**src/rtl/pktx_pkg.sv**
```systemverilog
package pktx_pkg;

  localparam logic [7:0] START_BYTE = 8'h21;

  typedef enum logic [2:0] {
    FLD_START, FLD_CSUM, FLD_TXSN, FLD_IRSN, FLD_CMND, FLD_BLEN, FLD_BODY
  } fld_e;

  // Successor of a serial number; zero is reserved and skipped.
  function automatic logic [7:0] serial_after(input logic [7:0] cur);
    logic [7:0] inc;
    inc = cur + 8'd1;
    return (inc == 8'd0) ? 8'd1 : inc;
  endfunction

  // Checksum: header bytes plus precomputed body sum, modulo 256.
  function automatic logic [7:0] frame_sum(input logic [7:0] txsn,
                                           input logic [7:0] irsn,
                                           input logic [7:0] cmnd,
                                           input logic [7:0] blen,
                                           input logic [7:0] body);
    return txsn + irsn + cmnd + blen + body;
  endfunction

  // Which frame field a byte position holds.
  function automatic fld_e field_of(input int unsigned pos);
    case (pos)
      0:       return FLD_START;
      1:       return FLD_CSUM;
      2:       return FLD_TXSN;
      3:       return FLD_IRSN;
      4:       return FLD_CMND;
      5:       return FLD_BLEN;
      default: return FLD_BODY;
    endcase
  endfunction

endpackage

```
**src/rtl/pktx_serial_ctr.sv**
```systemverilog
module pktx_serial_ctr
  import pktx_pkg::*;
(
  input  logic       clk,
  input  logic       rst_n,
  input  logic       take,
  output logic [7:0] sn_cur
);

  always_ff @(posedge clk or negedge rst_n) begin
    if (!rst_n)    sn_cur <= 8'd1;
    else if (take) sn_cur <= serial_after(sn_cur);
  end

  assert_sn_nonzero_R1: assert property (@(posedge clk) disable iff (!rst_n)
    sn_cur != 8'd0);

  assert_sn_hold_R2: assert property (@(posedge clk) disable iff (!rst_n)
    !take |=> $stable(sn_cur));

  assert_sn_wrap_R3: assert property (@(posedge clk) disable iff (!rst_n)
    (take && sn_cur == 8'hFF) |=> sn_cur == 8'd1);

endmodule

```
**src/rtl/pktx_body_store.sv**
```systemverilog
module pktx_body_store
  import pktx_pkg::*;
#(
  parameter int BODY_MAX = 16,
  parameter int CNT_W    = $clog2(BODY_MAX + 1),
  parameter int IDX_W    = $clog2(BODY_MAX + 6)
) (
  input  logic             clk,
  input  logic             rst_n,
  input  logic             wr_en,
  input  logic [7:0]       wr_data,
  input  logic             clr,
  input  logic [IDX_W-1:0] rd_off,
  output logic [7:0]       rd_data,
  output logic [CNT_W-1:0] count,
  output logic [7:0]       body_sum
);

  localparam int DEPTH = 1 << IDX_W;

  logic [7:0] mem [DEPTH];
  logic       full;
  logic       wr_accept;

  assign full      = (count == CNT_W'(BODY_MAX));
  assign wr_accept = wr_en && !full;
  assign rd_data   = mem[rd_off];

  always_ff @(posedge clk) begin
    if (wr_accept) mem[IDX_W'(count)] <= wr_data;
  end

  always_ff @(posedge clk or negedge rst_n) begin
    if (!rst_n) begin
      count    <= '0;
      body_sum <= 8'd0;
    end else if (clr) begin
      count    <= '0;
      body_sum <= 8'd0;
    end else if (wr_accept) begin
      count    <= count + CNT_W'(1);
      body_sum <= body_sum + wr_data;
    end
  end

  assert_count_bound_R8: assert property (@(posedge clk) disable iff (!rst_n)
    count <= CNT_W'(BODY_MAX));

  assert_full_drops_R8: assert property (@(posedge clk) disable iff (!rst_n)
    (wr_en && full && !clr) |=> ($stable(count) && $stable(body_sum)));

  assert_clear_R7: assert property (@(posedge clk) disable iff (!rst_n)
    clr |=> (count == '0 && body_sum == 8'd0));

endmodule

```
**src/rtl/pktx_emit.sv**
```systemverilog
module pktx_emit
  import pktx_pkg::*;
#(
  parameter int BODY_MAX = 16,
  parameter int CNT_W    = $clog2(BODY_MAX + 1),
  parameter int IDX_W    = $clog2(BODY_MAX + 6)
) (
  input  logic             clk,
  input  logic             rst_n,
  input  logic             start,
  input  logic [7:0]       csum_in,
  input  logic [7:0]       txsn_in,
  input  logic [7:0]       irsn_in,
  input  logic [7:0]       cmnd_in,
  input  logic [CNT_W-1:0] blen_in,
  input  logic [7:0]       body_byte,
  output logic [IDX_W-1:0] body_off,
  input  logic             tx_ready,
  output logic             tx_valid,
  output logic [7:0]       tx_data,
  output logic             busy,
  output logic             done
);

  logic [IDX_W-1:0] pos;
  logic [7:0]       csum_q, txsn_q, irsn_q, cmnd_q;
  logic [CNT_W-1:0] blen_q;
  logic [IDX_W-1:0] last_pos;
  logic             byte_taken;
  fld_e             fld;

  assign last_pos   = IDX_W'(blen_q) + IDX_W'(5);
  assign tx_valid   = busy;
  assign byte_taken = busy && tx_ready;
  assign done       = byte_taken && (pos == last_pos);
  assign body_off   = pos - IDX_W'(6);
  assign fld        = field_of(32'(pos));

  always_comb begin
    case (fld)
      FLD_START: tx_data = START_BYTE;
      FLD_CSUM:  tx_data = csum_q;
      FLD_TXSN:  tx_data = txsn_q;
      FLD_IRSN:  tx_data = irsn_q;
      FLD_CMND:  tx_data = cmnd_q;
      FLD_BLEN:  tx_data = 8'(blen_q);
      default:   tx_data = body_byte;
    endcase
  end

  always_ff @(posedge clk or negedge rst_n) begin
    if (!rst_n) begin
      busy   <= 1'b0;
      pos    <= '0;
      csum_q <= 8'd0;
      txsn_q <= 8'd0;
      irsn_q <= 8'd0;
      cmnd_q <= 8'd0;
      blen_q <= '0;
    end else if (start && !busy) begin
      busy   <= 1'b1;
      pos    <= '0;
      csum_q <= csum_in;
      txsn_q <= txsn_in;
      irsn_q <= irsn_in;
      cmnd_q <= cmnd_in;
      blen_q <= blen_in;
    end else if (done) begin
      busy <= 1'b0;
      pos  <= '0;
    end else if (byte_taken) begin
      pos <= pos + IDX_W'(1);
    end
  end

  assert_hold_under_stall_R10: assert property (@(posedge clk) disable iff (!rst_n)
    (tx_valid && !tx_ready) |=> (tx_valid && $stable(tx_data)));

  assert_frame_opens_R4: assert property (@(posedge clk) disable iff (!rst_n)
    $rose(tx_valid) |-> tx_data == START_BYTE);

  assert_done_ends_R9: assert property (@(posedge clk) disable iff (!rst_n)
    done |=> !busy);

  assert_pos_bound_R7: assert property (@(posedge clk) disable iff (!rst_n)
    busy |-> pos <= last_pos);

endmodule

```
**src/rtl/pktx_framer.sv**
```systemverilog
module pktx_framer
  import pktx_pkg::*;
#(
  parameter int BODY_MAX = 16
) (
  input  logic       clk,
  input  logic       rst_n,
  input  logic       load_valid,
  input  logic [7:0] load_data,
  input  logic       req_valid,
  output logic       req_ready,
  input  logic [7:0] req_cmd,
  input  logic [7:0] req_irsn,
  output logic       tx_valid,
  input  logic       tx_ready,
  output logic [7:0] tx_data,
  output logic       busy,
  output logic       sn_stb,
  output logic [7:0] sn_value
);

  localparam int CNT_W = $clog2(BODY_MAX + 1);
  localparam int IDX_W = $clog2(BODY_MAX + 6);

  logic             accept;
  logic             load_ok;
  logic             frame_done;
  logic [7:0]       sn_cur;
  logic [7:0]       csum_next;
  logic [CNT_W-1:0] body_cnt;
  logic [7:0]       body_sum;
  logic [IDX_W-1:0] body_off;
  logic [7:0]       body_byte;

  assign req_ready = !busy;
  assign accept    = req_valid && !busy;
  assign load_ok   = load_valid && !busy && !accept;
  assign csum_next = frame_sum(sn_cur, req_irsn, req_cmd, 8'(body_cnt), body_sum);

  pktx_serial_ctr u_sn (
    .clk    (clk),
    .rst_n  (rst_n),
    .take   (accept),
    .sn_cur (sn_cur)
  );

  pktx_body_store #(.BODY_MAX(BODY_MAX), .CNT_W(CNT_W), .IDX_W(IDX_W)) u_store (
    .clk      (clk),
    .rst_n    (rst_n),
    .wr_en    (load_ok),
    .wr_data  (load_data),
    .clr      (frame_done),
    .rd_off   (body_off),
    .rd_data  (body_byte),
    .count    (body_cnt),
    .body_sum (body_sum)
  );

  pktx_emit #(.BODY_MAX(BODY_MAX), .CNT_W(CNT_W), .IDX_W(IDX_W)) u_emit (
    .clk       (clk),
    .rst_n     (rst_n),
    .start     (accept),
    .csum_in   (csum_next),
    .txsn_in   (sn_cur),
    .irsn_in   (req_irsn),
    .cmnd_in   (req_cmd),
    .blen_in   (body_cnt),
    .body_byte (body_byte),
    .body_off  (body_off),
    .tx_ready  (tx_ready),
    .tx_valid  (tx_valid),
    .tx_data   (tx_data),
    .busy      (busy),
    .done      (frame_done)
  );

  always_ff @(posedge clk or negedge rst_n) begin
    if (!rst_n) begin
      sn_stb   <= 1'b0;
      sn_value <= 8'd0;
    end else begin
      sn_stb <= accept;
      if (accept) sn_value <= sn_cur;
    end
  end

  assert_stb_at_open_R11: assert property (@(posedge clk) disable iff (!rst_n)
    sn_stb |-> (busy && tx_data == START_BYTE));

  assert_stb_nonzero_R1: assert property (@(posedge clk) disable iff (!rst_n)
    sn_stb |-> sn_value != 8'd0);

  assert_stb_single_R11: assert property (@(posedge clk) disable iff (!rst_n)
    sn_stb |=> !sn_stb);

  assert_busy_blocks_R9: assert property (@(posedge clk) disable iff (!rst_n)
    (busy && !frame_done) |=> ($stable(sn_cur) && busy));

endmodule

```
**config.mk**
```make
export PLATFORM = sky130hd
export DESIGN_NAME = pktx_framer
export DESIGN_NICKNAME = d
export VERILOG_FILES = /design/src/rtl/pktx_pkg.sv /design/src/rtl/pktx_serial_ctr.sv /design/src/rtl/pktx_body_store.sv /design/src/rtl/pktx_emit.sv /design/src/rtl/pktx_framer.sv
export SDC_FILE = /design/constraint.sdc
export NUM_CORES = 1
export LEC_CHECK = 0
export BUFFER_PORTS_ARGS = -buffer_cell sky130_fd_sc_hd__buf_2
export CORE_MARGIN = 2
export CORE_UTILIZATION = 30
export DETAILED_ROUTE_END_ITERATION = 6
export HOLD_SLACK_MARGIN = 0.06
export SETUP_SLACK_MARGIN = 0.02
export SLEW_MARGIN = 10
export SYNTH_ARGS = -nofsm -noshare
export SYNTH_HDL_FRONTEND = slang
export SYNTH_SLANG_ARGS = --single-unit
export TNS_END_PERCENT = 5
```
**constraint.sdc**
```tcl
create_clock -name clk -period 4.25 [get_ports clk]
set_input_delay 0.85 -clock clk [delete_from_list [all_inputs] [get_ports clk]]
set_output_delay 0.85 -clock clk [all_outputs]
set_load 0.05 [all_outputs]
```
==> results of run 1 <==
-- cell usage in the layout, fill, tap and decap left out, types with 28 or more instances in the layout --
master	count
buf_2	47
buf_4	34
clkbuf_16	37
dfrtp_1	62
edfxtp_1	256
inv_1	54
mux4_2	72
nand2_1	131
nand3_1	28
nor2_1	47
o21ai_0	40
-- synth_stat cells, drive strengths merged (4+ instances only) --
master / n
o211ai: 4
o21ai: 44
nor3: 11
xor2: 11
inv: 55
nor2b: 4
xnor2: 22
edfxtp: 256
nor2: 47
nand4: 5
nand2: 132
dfrtp: 64
a21oi: 25
mux4: 72
buf: 18
a21o: 5
clkbuf: 23
a22oi: 10
fa: 19
nand3: 28
ha: 28
-- registers in the layout (all words and copies together), names as in the netlist, 7 cells and up --
register          cells
u_emit.cmnd_q         8
u_emit.csum_q         8
u_emit.irsn_q         8
u_emit.txsn_q         7
u_sn.sn_cur           8
u_store.body_sum      8
u_store.mem         256
-- cell type report --
cell class | instances | area [um2] | share of cell area, %
Tap cell | 607 | 759 | 4.58
Clock inverter | 23 | 253 | 1.52
Sequential cell | 321 | 9320 | 56.2
Multi-Input combinational cell | 517 | 4470 | 27.0
Timing Repair Buffer | 86 | 584 | 3.52
Inverter | 55 | 206 | 1.25
Clock buffer | 45 | 986 | 5.95
-- worst max-delay path: cells and delay by family, from the launching register on --
family	cells	cell delay [ns]
DFF	1	0.46
muxes	2	1.06
buffers and inverters	2	0.47
and+or+nand+nor	2	0.70
-- layer usage --
layer	GRT usage, %	part of all wire (%)	routed length [um]
met4	3.90	2.1	691
met2	22.0	48	16000
met5	0	0.039	13
met1	19.2	44	14700
met3	2.35	5.6	1870
-- logic make-up (layout without fill, tap and decap cells) --
group / Yosys count / after routing / synth area share [%]
and+or+nand+nor: 245 / 245 / 7.44
muxes: 75 / 75 / 11.7
DFF: 321 / 321 / 66.0
AOI/OAI and AO/OA: 108 / 108 / 4.68
buffers and inverters: 96 / 209 / 2.77
xor gates and xnor gates: 34 / 34 / 2.21
other: 1 / 8 / 0.0266
adders and majority gates: 47 / 47 / 5.18
-- worst paths after layout --
check                                                to  slack, ns
max                                          tx_data[0]       0.10
min in group clk           u_emit.csum_q[2]$_DFFE_PN0P_       0.48
max reg2reg                u_emit.csum_q[7]$_DFFE_PN0P_       0.64
max in group asynchronous    u_sn.sn_cur[0]$_DFFE_PN1P_       2.87
min                        u_store.count[4]$_DFFE_PN0P_       0.45
min reg2reg                u_emit.csum_q[2]$_DFFE_PN0P_       0.48
-- power groups by stage --
stage          clock network [mW]  logic (mW)  registers, mW
6_report                     3.21        4.82           3.97
5_1_grt                      3.40        5.28           4.00
4_1_cts                      3.27        4.85           3.97
3_5_place_dp                    0        4.79           4.02
3_3_place_gp                    0        4.75           4.02
2_1_floorplan                   0        3.32           4.00
==> flow_summary.toml, run 1 <==
[logic_synthesis]
synth-warning-count = 0
yosys.area.top_type = "edfxtp_1"
netlist_area_um2 = 14100
syn_inst = 927
netlist.area_leader.share_pct = 54.5
ys_seq_area_share_pct = 66.0
synthArstFlopShare_pct = 20.2
synthTopCellsByArea = "edfxtp_1 54%, mux4_2 11%, dfrtp_1 11%, nand2_1 3.5%, fa_1 2.7%"
synth_flop_cell = "edfxtp_1"
synth_edf_count = 256
avgSynthCellArea_um2 = 15.2
ys_types = 55
synth_seq_cells = 321

[floorplan]
rows = 79
die_x_um = 221
ioPinCount = 49
initial_utilization_pct = 30.4
dieHeight_um = 221
fp.dieArea_um2 = 48800
core_um2 = 46500

[placed_design]
dpl.cell_count = 1586
place_worst_setup_slack_ns = 0.106
numPortBuffers = 48
dp.final_hpwl_um = 22200
place_congestion = 0.855
place_area_um2 = 15300

[final_layout]
nFillCells = 4396
layout.nets = 1094
final_cells = 1654
diodes = 0
fin_util_pct = 35.7
drive_above_1_share_pct = 22.1
design_area_um2 = 16600
synthToLayoutAreaGrowth_pct = 17.5

[sta]
whs_ns = 0.452
worst_pin_slew_ns = 1.12
fin_ws_ns = 0.105
rsz0062_at_grt = "yes"
slew_headroom_pct = 25.0
drv_slew = 0
fin_crit_sh_pct = 97.5
fin_setup_tns_ns = 0
skew_ns = 0.0162
hold_viol = 0
post-route-min-period_ns = 4.15
fmax_mhz = 241
setup_violations = 0

[power_and_ir_drop]
pwr-share-comb_pct = 40.2
internal-power_mw = 7.50
leakage_nw = 6.08
power_switching_mw = 4.49
p_seq_share_pct = 33.1
fin_total_pwr_mw = 12.0
swShare_pct = 37.5
ir_worst_vdd_mv = 0.665
powerDensity_nw_per_um2 = 724
clkPwrFrac_pct = 26.8

[route]
drt_iter0_markers = 788
drc = 0
wire_per_inst_um = 20.1
drt_first_pass_iters = 5
vias_per_cell = 4.87
totalWireLength_um = 33300
vias = 8052
drtAntennaViolNets = 0

[setup_path]
crit_path_end_kind = "output pin"
timing.rr.start = "u_sn.sn_cur[2]$_DFFE_PN0P_"
cp_slowest_cell = "mux4_2"
critPathKind = "reg2out"
critPathLaunch = "u_emit.pos[0]$_DFFE_PN0P_"
worst_ep_arrival_time_ns = 3.30
required_ns = 3.40
crit_path_max_fanout = 38
r2r_cells = 14
path_cells = "buf_16 -> mux4_2 -> mux4_2 -> nor2b_1 -> or4_4 -> buf_4"
crit_top_cell = "mux4_2"
slowest_delay_ns = 0.57
cp-start-kind = "flop"

[flow_run]
maxCapViolCount = 0

[cts]
clkSlewWorstSetupHoldPaths_ns = 0.06
postCtsSetupRepairBufs = 0
cts_root_buf = "clkbuf_16"
cts.sinks = 321
cts_tree = "built"
cts_buffers = 37
clk_path_buf_depth = 3
ctsHoldBuffers = 0
ctsResizeCount = 6
cts_htree_levels = 2
insertion_delay_ns = 0.54

[worst_hold_path]
hp-class = "in2async"

[global_route]
grt_max_degree = 67
grt_use_total_pct = 13.7
antenna_found_initial = 1
first_global_vias = 8304
grt_pass1_wl_um = 51400
globalRouteOverflowTotal = 0

[status]
status = "complete, no violations"
Power figures use the tool's default switching activity.
==> run 2: changes to the inputs <==
--- a/config.mk
+++ b/config.mk
@@ -11,4 +11,5 @@
 export DETAILED_ROUTE_END_ITERATION = 6
 export HOLD_SLACK_MARGIN = 0.06
+export PLACE_DENSITY = 0.53
 export SETUP_SLACK_MARGIN = 0.02
 export SLEW_MARGIN = 10
==> constraint.sdc (replaced) <==
create_clock -name clk -period 4.25 [get_ports clk]
set_input_delay 0.6375 -clock clk [delete_from_list [all_inputs] [get_ports clk]]
set_output_delay 0.6375 -clock clk [all_outputs]
set_load 0.05 [all_outputs]
==> flow_summary.toml, run 2 (synthesized netlist as in run 1, its figures left out) <==
[global_route]
grt_max_degree = 52
first_global_vias = 8217
grt_pass1_wl_um = 52900
grt_use_total_pct = 14.3
globalRouteOverflowTotal = 0
antenna_found_initial = 0

[setup_path]
timing.rr.start = "u_sn.sn_cur[2]$_DFFE_PN0P_"
required_ns = 3.61
crit_path_max_fanout = 8
critPathKind = "reg2out"
cp-start-kind = "flop"
crit_path_end_kind = "output pin"
worst_ep_arrival_time_ns = 3.52
critPathLaunch = "u_emit.pos[1]$_DFFE_PN0P_"

[placed_design]
numPortBuffers = 48
dpl.cell_count = 1570
place_congestion = 0.805
dp.final_hpwl_um = 22200

[cts]
cts_tree = "built"
clkSlewWorstSetupHoldPaths_ns = 0.06
clk_path_buf_depth = 3
cts_root_buf = "clkbuf_16"
cts.sinks = 321
cts_htree_levels = 2
postCtsSetupRepairBufs = 0
ctsHoldBuffers = 0
cts_buffers = 38
insertion_delay_ns = 0.58

[worst_hold_path]
hp-class = "in2async"

[route]
drt_first_pass_iters = 4
vias = 8025
totalWireLength_um = 34800
drtAntennaViolNets = 0
drc = 0
wire_per_inst_um = 21.2
vias_per_cell = 4.89
drt_iter0_markers = 699

[flow_run]
maxCapViolCount = 0

[power_and_ir_drop]
fin_total_pwr_mw = 12.2
ir_worst_vdd_mv = 0.504
leakage_nw = 6.03
powerDensity_nw_per_um2 = 737

[sta]
drv_slew = 0
fin_crit_sh_pct = 97.8
fin_setup_tns_ns = 0
hold_viol = 0
post-route-min-period_ns = 4.16
worst_pin_slew_ns = 1.11
setup_violations = 0
skew_ns = 0.0308
fmax_mhz = 241
slew_headroom_pct = 26.0
rsz0062_at_grt = "no"

[final_layout]
final_common_cell = "edfxtp_1"
mostFrequentLayoutCells = "256 x edfxtp_1, 131 x nand2_1, 72 x mux4_2"
regMostFlops = "u_store.mem"
drive_above_1_share_pct = 20.2
layout.nets = 1081
nFillCells = 4439
synthToLayoutAreaGrowth_pct = 17.5
largest_reg_flops = 256
final_cells = 1641
diodes = 0

[floorplan]
ioPinCount = 49
dieHeight_um = 221
core_um2 = 46500
die_x_um = 221
fp.dieArea_um2 = 48800
rows = 79
initial_utilization_pct = 30.4

[status]
status = "complete, no violations"
-- run 2: changes by cell type in the layout (fill, tap and decap cells not counted), sizes merged --
cell	previous run	this run
clkinv	15	11
inv	59	57
bufbuf	0	1
buf	86	70
clkinvlp	0	1
bufinv	4	3
clkbuf	45	53
-- run 2: critical path, stage by stage (launching register included) --
cell	delay (ns)
dfrtp_2	0.51
inv_1	0.12
ha_1	0.21
buf_4	0.16
nor2_1	0.20
a311o_1	0.23
nand3_1	0.34
a21oi_1	0.44
nor3_1	0.13
buf_4	0.17
o21ai_1	0.14
buf_2	0.31
-- run 2: worst paths after layout --
check                      cells past startpoint  slack (ns)                           end
max                                           11        0.09                    tx_data[4]
min                                            1        0.28  u_emit.cmnd_q[1]$_DFFE_PN0P_
max reg2reg                                   14        0.55  u_emit.csum_q[7]$_DFFE_PN0P_
min reg2reg                                    2        0.48  u_emit.csum_q[1]$_DFFE_PN0P_
max in group asynchronous                      2        3.04    u_sn.sn_cur[0]$_DFFE_PN1P_
min in group clk                               3        0.29  u_emit.cmnd_q[7]$_DFFE_PN0P_
-- run 2: metrics by stage --
stage,instance area [um2],utilization [%],hold WS [ns],setup slack [ns]
floorplan,14100,-,0.342,0.393
detailed placement,15200,32.6,0.467,0.246
global placement,15200,32.6,0.460,0.316
global route,16600,35.7,0.289,0.0207
finish,16600,35.7,0.276,0.0943
CTS,16500,35.6,0.268,0.00416
-- run 2: where the power goes --
| group | switching, mW | total [mW] | internal, mW | leakage [nW] |
|---|---|---|---|---|
| registers | 0.319 | 3.99 | 3.67 | 3.13 |
| logic | 2.96 | 4.87 | 1.91 | 2.27 |
| clock network | 1.37 | 3.36 | 1.99 | 0.631 |
-- run 2: final cells by class --
| cell class | instances | area, um2 | share of cell area [%] |
|---|---|---|---|
| repair buffers | 72 | 510 | 3.08 |
| well taps | 607 | 759 | 4.58 |
| multi-input cells | 517 | 4470 | 26.9 |
| inverters | 55 | 206 | 1.25 |
| flip-flops and latches | 321 | 9320 | 56.2 |
| clock inverters | 17 | 239 | 1.44 |
| clock buffers | 52 | 1080 | 6.49 |
-- run 2: per-layer routing --
| layer | part of all wire [%] | GRT usage [%] |
|---|---|---|
| met3 | 4.6 | 2.76 |
| met2 | 48 | 23.0 |
| met5 | 0 | 0 |
| met1 | 45 | 19.9 |
| met4 | 2.3 | 3.90 |
-- run 2: repair_timing --
action,CTS,global route
gates cloned,1,1
pin swaps,0,0
gates resized for setup,5,3
setup endpoints to repair,4,5
==> run 3: changes to the inputs <==
- CORE_UTILIZATION: 30 -> 49
- PLACE_DENSITY: 0.53 -> 0.74
==> flow_summary.toml, run 3 (synthesized netlist as in run 1, its figures left out) <==
[global_route]
grt_pass1_wl_um = 47200
globalRouteOverflowTotal = 0
first_global_vias = 8008
antenna_found_initial = 0
grt_use_total_pct = 20.6
grt_max_degree = 65

[route]
drt_iter0_markers = 823
drtAntennaViolNets = 0
wire_per_inst_um = 21.7
vias_per_cell = 5.76
totalWireLength_um = 30500
vias = 8094
drt_first_pass_iters = 6
drc = 0

[sta]
worst_pin_slew_ns = 0.896
fin_setup_tns_ns = 0
rsz0062_at_grt = "no"
post-route-min-period_ns = 3.97
fin_crit_sh_pct = 93.5
drv_slew = 0
setup_violations = 0
fmax_mhz = 252
slew_headroom_pct = 40.0
skew_ns = 0.0231
hold_viol = 0

[placed_design]
place_congestion = 0.846
dp.final_hpwl_um = 19800
numPortBuffers = 48

[setup_path]
cp-start-kind = "flop"
critPathTopFamily = "buffers and inverters"
crit_path_max_fanout = 23
cp_slowest_cell = "dfrtp_1"
critPathKind = "reg2out"
required_ns = 3.61
worst_ep_arrival_time_ns = 3.34
crit_path_end_kind = "output pin"
slowest_delay_ns = 0.65
path_cells = "ha_1 -> xor2_2 -> buf_4 -> mux2i_1 -> o211ai_1 -> nor2_1 -> o21ai_0 -> buf_2"
cp_num_buf_inv = 2

[floorplan]
dieHeight_um = 174
rows = 62
die_x_um = 174
initial_utilization_pct = 49.4
core_um2 = 28500
fp.dieArea_um2 = 30200
ioPinCount = 49

[power_and_ir_drop]
ir_worst_vdd_mv = 0.650
leakage_nw = 5.89
fin_total_pwr_mw = 11.7
powerDensity_nw_per_um2 = 728

[worst_hold_path]
hp-class = "in2async"

[status]
status = "complete, no violations"

[final_layout]
mostFrequentLayoutCells = "256 x edfxtp_1, 131 x nand2_1, 72 x mux4_2"
synthToLayoutAreaGrowth_pct = 13.3
largest_reg_flops = 256
regMostFlops = "u_store.mem"
drive_above_1_share_pct = 18.9
layout.nets = 1069
final_common_cell = "edfxtp_1"
diodes = 0

[cts]
insertion_delay_ns = 0.53
clkSlewWorstSetupHoldPaths_ns = 0.06
cts_root_buf = "clkbuf_16"
cts.sinks = 321
cts_tree = "built"
ctsHoldBuffers = 0
cts_htree_levels = 2
cts_buffers = 35
postCtsSetupRepairBufs = 0
clk_path_buf_depth = 3

[flow_run]
maxCapViolCount = 0
-- run 3: timing repair --
item,CTS,global route
hold endpoints to repair,0,0
gates resized for setup,0,1
setup endpoints to repair,0,1
-- run 3: cell type report --
type / count / area (um2)
inverter: 55 / 206
clock inverter: 18 / 258
clock buffer: 46 / 917
tap: 384 / 480
multi-input combinational: 517 / 4450
timing repair buffer: 63 / 365
fill: 2207 / 12600
sequential: 321 / 9320
-- run 3: worst paths after layout --
check	startpoint	to	slack [ns]	depth (start not counted)
worst min-delay path	rst_n	u_emit.pos[3]$_DFFE_PN0P_	0.21	1
min in group clk	req_irsn[0]	u_emit.irsn_q[0]$_DFFE_PN0P_	0.34	3
max in group asynchronous	rst_n	u_sn.sn_cur[0]$_DFFE_PN1P_	3.10	2
worst max register to register	u_sn.sn_cur[2]$_DFFE_PN0P_	u_emit.csum_q[7]$_DFFE_PN0P_	0.62	14
worst min register to register	u_emit.csum_q[0]$_DFFE_PN0P_	u_emit.csum_q[0]$_DFFE_PN0P_	0.48	2
worst max-delay path	u_emit.pos[2]$_DFFE_PN0P_	tx_data[7]	0.28	8
-- run 3: metrics by stage --
stage	setup slack [ns]	instances	instance area (um2)	hold slack [ns]	util, %
floorplan	0.393	934	14100	0.342	-
global placement	0.339	1339	14800	0.461	51.9
detailed placement	0.318	1339	14800	0.470	51.9
CTS	0.231	1403	16000	0.233	56.0
global route	0.0457	1404	16000	0.275	56.0
finish	0.275	1404	16000	0.207	56.0
-- run 3: worst register-to-register path, cell delays in order (launching register included) --
cell	delay, ns
dfrtp_1	0.40
inv_1	0.10
fa_1	0.49
inv_1	0.06
fa_1	0.52
inv_1	0.06
fa_1	0.50
inv_1	0.07
fa_1	0.45
a21o_1	0.17
a21oi_1	0.21
o21bai_1	0.09
a21oi_1	0.18
xnor2_1	0.13
o21ai_0	0.08
-- run 3: power by group --
part | internal (mW) | switching [mW] | leakage, nW
clock network | 1.86 | 1.26 | 0.570
logic | 1.78 | 2.75 | 2.19
registers | 3.67 | 0.339 | 3.13
total | 7.30 | 4.35 | 5.89
-- run 3: routing by layer --
metal  vias to the layer above  GRT usage [%]  part of all wire (%)
met3                        50           3.31                   7.1
met1                      4114           28.3                    41
met5                         -              0                     0
met4                         0           6.20                   2.3
met2                       349           34.2                    50
li1                       3581              -                     -
